--- config.mk ---
export PLATFORM = sky130hd
export DESIGN_NAME = dual_lane_adc_reader
export DESIGN_NICKNAME = d
export VERILOG_FILES = /design/src/rtl/dlr_pkg.sv /design/src/rtl/dlr_sclk_div.sv /design/src/rtl/dlr_lane.sv /design/src/rtl/dlr_emit.sv /design/src/rtl/dual_lane_adc_reader.sv
export SDC_FILE = /design/constraint.sdc
export NUM_CORES = 1
export LEC_CHECK = 0
export BUFFER_PORTS_ARGS = -buffer_cell sky130_fd_sc_hd__clkbuf_2
export CELL_PAD_IN_SITES_DETAIL_PLACEMENT = 1
export CELL_PAD_IN_SITES_GLOBAL_PLACEMENT = 2
export CORE_MARGIN = 2
export CORE_UTILIZATION = 45
export DETAILED_ROUTE_END_ITERATION = 10
export GPL_ROUTABILITY_DRIVEN = 1
export GPL_TIMING_DRIVEN = 0
export PLACE_DENSITY = 0.89
export SYNTH_ARGS = -nofsm -noshare
export SYNTH_HDL_FRONTEND = slang
export SYNTH_SLANG_ARGS = --single-unit
--- constraint.sdc ---
create_clock -name clk -period 11.1 [get_ports clk]
set_input_delay 0.555 -clock clk [delete_from_list [all_inputs] [get_ports clk]]
set_output_delay 0.555 -clock clk [all_outputs]
set_load 0.1 [all_outputs]
--- src/rtl/dlr_pkg.sv ---
package dlr_pkg;
  typedef enum logic {ST_IDLE, ST_SHIFT} rd_state_t;

  function automatic int unsigned dlr_log2(input int unsigned v);
    return (v <= 1) ? 1 : $clog2(v);
  endfunction
endpackage

--- src/rtl/dlr_sclk_div.sv ---
module dlr_sclk_div #(
  parameter int DIV_W = 8
) (
  input  logic             clk,
  input  logic             rst,
  input  logic             run_i,
  input  logic             stop_i,
  input  logic [DIV_W-1:0] half_i,
  output logic             sclk_o,
  output logic             fall_o,
  output logic             rise_o
);
  logic [DIV_W-1:0] cnt;
  logic [DIV_W-1:0] half_eff;
  logic             wrap;

  assign half_eff = (half_i == '0) ? DIV_W'(1) : half_i;
  assign wrap     = (cnt >= half_eff - DIV_W'(1));
  assign fall_o   = run_i && wrap && sclk_o;
  assign rise_o   = run_i && wrap && !sclk_o;

  always_ff @(posedge clk) begin
    if (rst) begin
      cnt    <= '0;
      sclk_o <= 1'b1;
    end else if (!run_i || stop_i) begin
      cnt    <= '0;
      sclk_o <= 1'b1;
    end else if (wrap) begin
      cnt    <= '0;
      sclk_o <= ~sclk_o;
    end else begin
      cnt <= cnt + DIV_W'(1);
    end
  end
endmodule

--- src/rtl/dlr_lane.sv ---
module dlr_lane #(
  parameter int DATA_W    = 14,
  parameter int SLOT_BITS = 16,
  parameter int SLOTS     = 4,
  localparam int POS_W    = $clog2(SLOT_BITS),
  localparam int SLOT_W   = $clog2(SLOTS)
) (
  input  logic                         clk,
  input  logic                         rst,
  input  logic                         take_i,
  input  logic                         din_i,
  input  logic [POS_W-1:0]             pos_i,
  input  logic [SLOT_W-1:0]            slot_i,
  output logic [SLOTS-1:0][DATA_W-1:0] words_o
);
  logic [DATA_W-1:0] sh;
  logic [DATA_W-1:0] sh_nxt;

  assign sh_nxt = {sh[DATA_W-2:0], din_i};

  always_ff @(posedge clk) begin
    if (rst) begin
      sh <= '0;
    end else if (take_i && (pos_i < POS_W'(DATA_W))) begin
      sh <= sh_nxt;
    end
  end

  // Result store carries no reset so it maps onto plain storage.
  always_ff @(posedge clk) begin
    if (take_i && (pos_i == POS_W'(DATA_W - 1))) begin
      words_o[slot_i] <= sh_nxt;
    end
  end
endmodule

--- src/rtl/dlr_emit.sv ---
module dlr_emit #(
  parameter int DATA_W  = 14,
  parameter int OUT_W   = 16,
  parameter int LANE_CH = 4,
  localparam int NCH    = 2 * LANE_CH,
  localparam int TAG_W  = $clog2(NCH)
) (
  input  logic                           clk,
  input  logic                           rst,
  input  logic                           start_i,
  input  logic [LANE_CH-1:0][DATA_W-1:0] words_a_i,
  input  logic [LANE_CH-1:0][DATA_W-1:0] words_b_i,
  output logic                           valid_o,
  output logic [OUT_W-1:0]               data_o,
  output logic [TAG_W-1:0]               tag_o
);
  logic              active;
  logic [TAG_W-1:0]  idx;
  logic [DATA_W-1:0] word;

  always_comb begin
    if (idx[TAG_W-1]) word = words_b_i[idx[TAG_W-2:0]];
    else              word = words_a_i[idx[TAG_W-2:0]];
  end

  always_ff @(posedge clk) begin
    if (rst) begin
      active  <= 1'b0;
      idx     <= '0;
      valid_o <= 1'b0;
      data_o  <= '0;
      tag_o   <= '0;
    end else begin
      valid_o <= active;
      if (active) begin
        data_o <= {{(OUT_W-DATA_W){word[DATA_W-1]}}, word};
        tag_o  <= idx;
        idx    <= idx + TAG_W'(1);
        if (idx == TAG_W'(NCH - 1)) active <= 1'b0;
      end
      if (start_i) begin
        active <= 1'b1;
        idx    <= '0;
      end
    end
  end

  // tags climb by one on back-to-back cycles until the last channel
  assert_tag_step_R6: assert property (@(posedge clk) disable iff (rst)
    valid_o && (tag_o != TAG_W'(NCH - 1)) |=> valid_o && (tag_o == $past(tag_o) + TAG_W'(1)));

  // every burst opens with channel tag 0
  assert_burst_start_R6: assert property (@(posedge clk) disable iff (rst)
    $rose(valid_o) |-> (tag_o == '0));
endmodule

--- src/rtl/dual_lane_adc_reader.sv ---
module dual_lane_adc_reader
  import dlr_pkg::*;
#(
  parameter int DATA_W    = 14,
  parameter int OUT_W     = 16,
  parameter int SLOT_BITS = 16,
  parameter int LANE_CH   = 4,
  parameter int DIV_W     = 8,
  localparam int TAG_W    = $clog2(2 * LANE_CH)
) (
  input  logic             clk,
  input  logic             rst,
  input  logic [DIV_W-1:0] half_div_i,
  input  logic             read_early_i,
  input  logic             busy_i,
  input  logic             sdo_a_i,
  input  logic             sdo_b_i,
  input  logic             first_flag_i,
  output logic             cs_n_o,
  output logic             sclk_o,
  output logic             align_err_o,
  output logic             smp_valid_o,
  output logic [OUT_W-1:0] smp_data_o,
  output logic [TAG_W-1:0] smp_tag_o
);
  localparam int FRAME_FALLS = LANE_CH * SLOT_BITS;
  localparam int CNT_W       = $clog2(FRAME_FALLS + 1);
  localparam int POS_W       = $clog2(SLOT_BITS);
  localparam int SLOT_W      = $clog2(LANE_CH);

  rd_state_t        state;
  logic             busy_q, cs_n_q, done_q, err_q;
  logic [CNT_W-1:0] nedge;
  logic             trig, fall, rise, flag_bad, frame_end, take;
  logic             lane_din [2];
  logic [1:0][LANE_CH-1:0][DATA_W-1:0] lane_words;

  assign trig = (state == ST_IDLE) &&
                (read_early_i ? (busy_i && !busy_q) : (!busy_i && busy_q));
  assign flag_bad  = fall && (((nedge == '0) && !first_flag_i) ||
                              ((nedge == CNT_W'(SLOT_BITS)) && first_flag_i));
  assign frame_end = rise && (nedge == CNT_W'(FRAME_FALLS));
  assign take      = fall && !flag_bad;

  dlr_sclk_div #(.DIV_W(DIV_W)) u_div (
    .clk(clk), .rst(rst),
    .run_i(state == ST_SHIFT), .stop_i(flag_bad || frame_end),
    .half_i(half_div_i), .sclk_o(sclk_o), .fall_o(fall), .rise_o(rise)
  );

  always_ff @(posedge clk) begin
    if (rst) begin
      state  <= ST_IDLE;
      busy_q <= 1'b0;
      cs_n_q <= 1'b1;
      nedge  <= '0;
      done_q <= 1'b0;
      err_q  <= 1'b0;
    end else begin
      busy_q <= busy_i;
      done_q <= 1'b0;
      err_q  <= 1'b0;
      case (state)
        ST_IDLE: if (trig) begin
          state  <= ST_SHIFT;
          cs_n_q <= 1'b0;
          nedge  <= '0;
        end
        ST_SHIFT: begin
          if (flag_bad) begin
            state  <= ST_IDLE;
            cs_n_q <= 1'b1;
            err_q  <= 1'b1;
          end else if (frame_end) begin
            state  <= ST_IDLE;
            cs_n_q <= 1'b1;
            done_q <= 1'b1;
          end else if (fall) begin
            nedge <= nedge + CNT_W'(1);
          end
        end
        default: state <= ST_IDLE;
      endcase
    end
  end

  assign lane_din[0] = sdo_a_i;
  assign lane_din[1] = sdo_b_i;

  for (genvar g = 0; g < 2; g++) begin : g_lane
    dlr_lane #(.DATA_W(DATA_W), .SLOT_BITS(SLOT_BITS), .SLOTS(LANE_CH)) u_lane (
      .clk(clk), .rst(rst), .take_i(take), .din_i(lane_din[g]),
      .pos_i(nedge[POS_W-1:0]), .slot_i(nedge[POS_W +: SLOT_W]),
      .words_o(lane_words[g])
    );
  end

  dlr_emit #(.DATA_W(DATA_W), .OUT_W(OUT_W), .LANE_CH(LANE_CH)) u_emit (
    .clk(clk), .rst(rst), .start_i(done_q),
    .words_a_i(lane_words[0]), .words_b_i(lane_words[1]),
    .valid_o(smp_valid_o), .data_o(smp_data_o), .tag_o(smp_tag_o)
  );

  assign cs_n_o      = cs_n_q;
  assign align_err_o = err_q;

  // the serial clock rests high whenever select is released
  assert_sclk_idle_R4: assert property (@(posedge clk) disable iff (rst)
    cs_n_q |-> sclk_o);

  // select is released only at a frame end or a drop
  assert_cs_release_R4: assert property (@(posedge clk) disable iff (rst)
    $rose(cs_n_q) |-> (done_q || err_q));

  // a completed frame has seen every falling edge
  assert_frame_len_R4: assert property (@(posedge clk) disable iff (rst)
    done_q |-> (nedge == CNT_W'(FRAME_FALLS)));

  // a dropped frame leaves select released
  assert_drop_release_R8: assert property (@(posedge clk) disable iff (rst)
    err_q |-> cs_n_q);
endmodule

==> results.ini <==
[pwr]
p_seq_share_pct = 53.4
power_density_mw_per_mm2 = 158
leakagePower_nw = 2.85
total_power_mw = 1.33
internal_power_mw = 1.04
power_switching_mw = 0.289
vdd_drop_max_v = 0.000116
pwr-share-clk_pct = 44.6
p_sw_share_pct = 21.8
p_comb_share_pct = 2.1

[worst_setup_path]
path_class = in2reg
r2r_slack_ns = 7.73
start_kind = input port
end_kind = flop
cp_top_family = simple AND/OR/NAND/NOR gates
cpPeakStageDelay_ns = 0.71
crit_chain = clkbuf_2 > nor4_1 > a31oi_1 > ha_1 > xnor2_1 > ha_1 > o21ai_1 > a211o_1 > o21bai_1 > nand2_1 > nor4_2 > buf_4 > buf_4
critPathArrivalTime_ns = 4.42
crit_slowest_cell = nor4_2
crit_fanout = 7
worst_r2r_startpoint = u_div.cnt[2]
r2r_end = g_lane[1].u_lane.words_o[32]
worst-path-buf-inv = 3
required_ns = 11.24
r2r_cells = 8

[timing]
setup_viol = 0
hold_viol_final = 0
final.period_utilization_pct = 38.5
timing.hold.ws_ns = 0.361
timing.fmax_mhz = 234
tightest_slew_ns = 0.758
rsz0062_at_grt = false
min_period_ns = 4.28
slew_viol_final = 0
fin_ws_ns = 6.82
finalSetupTns_ns = 0
timing.slew.headroom_pct = 49.1
finClkSkew_ns = 0.00917

[placement]
place_area_mm2 = 0.00784
hpwlAfterDp_um = 11700
io_buffers = 36
place_ws_ns = 6.38
gp_congestion = 0.785

[route]
drt_iter0_drc = 255
viasPerCell = 5.50
wl_um = 16400
wl_per_cell_um = 20.8
route.detailed.drc = 0
vias = 4348
ant_nets = 0
drt-pass1-iter-count = 4

[clocking]
cts-root-buf = clkbuf_16
insertion_delay_ns = 0.44
holdBufCountCts = 0
path_clk_slew_ns = 0.07
post_cts_buffers = 0
cts_tree = yes
cts_resized = 0
clock_sinks = 181
cts_made_buffers = 17
clk_path_buf_depth = 2
htree_levels = 4

[floorplanning]
core_region_area_mm2 = 0.0158
initial_core_util_pct = 45.7
dieArea_mm2 = 0.0171
fp.dieW_um = 131
dieHeight_um = 131
placementRows = 46
pin_count = 38

[flow_run]
cap_violations = 0

[hold_path]
hold_end = g_lane[0].u_lane.words_o[0]
min-delay-start = sdo_a_i
hold_path_class = in2reg
holdPathStages = 1

[layout]
drive_gt1_share_pct = 22.5
nFillCells = 1552
n_antenna_cell = 0
postLayoutCellArea_mm2 = 0.00842
finalNetCount = 591
area_delta_synth_final_pct = 16.3

[logic_synthesis]
synthAdderAreaFrac_pct = 2.59
synth_warnings = 0
synth-compound-area-share_pct = 4.56
synth_cells = 491
ys_types = 48
syn_avg_cell_area_um2 = 14.7
synth-seq-area-share_pct = 65.6
synth_flop_cell = edfxtp_1
synth_seq_cells = 181
synth_top_area_share_pct = 46.5
synth_nets = 521
async_flop_share_pct = 0
yosys.area_share.simple_pct = 8.56
syn_area_mm2 = 0.00724
yosys.area.top_type = edfxtp_1
synth_edf_count = 112
synth_top_family_by_area = multiplexers
synth_xor_area_share_pct = 1.33
synthMuxAreaShare_pct = 15.1
synth_area_leaders = edfxtp_1 (46%), dfxtp_1 (19%), mux4_2 (8.7%)

[global_routing]
antenna_found_initial = 0
grt_max_degree = 18
track_usage_pct = 20.8
grt_pass1_vias = 4668
grt_pass1_wl_um = 26100
overflow = 0

[outcome]
status = completed

## worst max-delay path by stage
stage	start	end	slack, ns	cells past startpoint
after global placement	half_div_i[2]	g_lane[0].u_lane.words_o[22]	2.24	11
after global routing	half_div_i[3]	g_lane[1].u_lane.words_o[33]	6.49	13
after CTS	half_div_i[3]	g_lane[1].u_lane.words_o[32]	6.82	13
after floorplan	half_div_i[3]	g_lane[0].u_lane.words_o[14]	5.04	10
after detailed placement	half_div_i[3]	g_lane[1].u_lane.words_o[36]	6.38	13
final	half_div_i[3]	g_lane[1].u_lane.words_o[32]	6.82	13
## synth_stat cells, types with 2 or more instances
cell         n
a21oi_1      7
buf_4        3
o2111ai_1    2
inv_1        8
buf_2        5
ha_1        15
a21o_1       2
nand2_1     44
xor2_1       8
nor3_1       7
or4_1        4
dfxtp_1     69
nor2_1      32
nor4_1       4
or3_1        2
o211ai_1     5
nand3_1     15
nand2b_1     2
and3_1       5
a31oi_1      5
nor2b_1      3
a211oi_1    14
clkbuf_1    17
nor3b_1      2
o21ai_0      2
mux2i_1     46
xnor2_1      3
edfxtp_1   112
mux4_2      28
buf_6        2
## metal layers
layer  global-route usage, %  vias up  part of all wire, %
met1                    24.3     2224                   41
met2                    38.3       91                   54
met3                    4.40       19                  3.5
met4                    6.57        0                  1.3
li1                        -     2014                    -
met5                       0        -                    0
## logic make-up after synthesis
| group | Yosys count |
|---|---|
| AOI/OAI and AO/OA | 46 |
| xor gates and xnor gates | 11 |
| adders and majority gates | 15 |
| buffers and inverters | 36 |
| DFF | 181 |
| muxes | 74 |
| and+or+nand+nor | 128 |
## sequential cells by signal (all words and copies together) (netlist names)
name and count:
align_err_o 1, g_lane.u_lane.words_o 112, nedge 7, cs_n_o 1
g_lane.u_lane.sh 26, busy_q 1, u_emit.valid_o 1, u_emit.active 1
u_div.cnt 8, done_q 1, state 1, u_emit.data_o 14
u_emit.tag_o 3, u_div.sclk_o 1, u_emit.idx 3
## worst register-to-register path: stages, from the launching register on
cell and delay [ns]:
dfxtp_1 0.42, ha_1 0.24, o21ai_1 0.09, a211o_1 0.30, o21bai_1 0.51, nand2_1 0.33, nor4_2 0.71, buf_4 0.28
buf_4 0.19
## power by group through the flow
stage / Clock, mW / Sequential (mW) / Combinational [mW]
final: 0.591 / 0.708 / 0.0275
after global routing: 0.621 / 0.708 / 0.0302
after CTS: 0.599 / 0.708 / 0.0276
after detailed placement: 0 / 0.723 / 0.0275
after global placement: 0 / 0.723 / 0.0260
after floorplan: 0 / 0.725 / 0.0146
## placed cells by master, fill, tap and decap left out, types with 6 or more instances in the layout
cell	count
clkbuf_2	36
nand2_1	44
clkbuf_1	18
nand3_1	15
a211oi_1	14
nor3_1	6
ha_1	15
buf_4	15
a21oi_1	7
edfxtp_1	112
xor2_1	8
dfxtp_1	69
clkbuf_16	17
inv_1	8
nor2_1	32
mux2i_1	46
mux4_2	28
## area by class of cell
| type | instances | area, um^2 | area share, % |
|---|---|---|---|
| Tap cell | 216 | 270 | 3.21 |
| Timing Repair Buffer | 51 | 308 | 3.66 |
| Clock inverter | 13 | 134 | 1.59 |
| Buffer | 28 | 138 | 1.64 |
| Sequential cell | 181 | 4740 | 56.4 |
| Clock buffer | 19 | 443 | 5.26 |
| Inverter | 8 | 30.0 | 0.357 |
| Multi-Input combinational cell | 274 | 2350 | 27.9 |
## per-stage QoR
stage	instances	utilization, %
after floorplan	491	-
after global placement	743	48.6
after detailed placement	758	49.5
after CTS	790	53.2
after global routing	790	53.2
final	790	53.2
No activity file was read; power rests on OpenSTA's default activity.
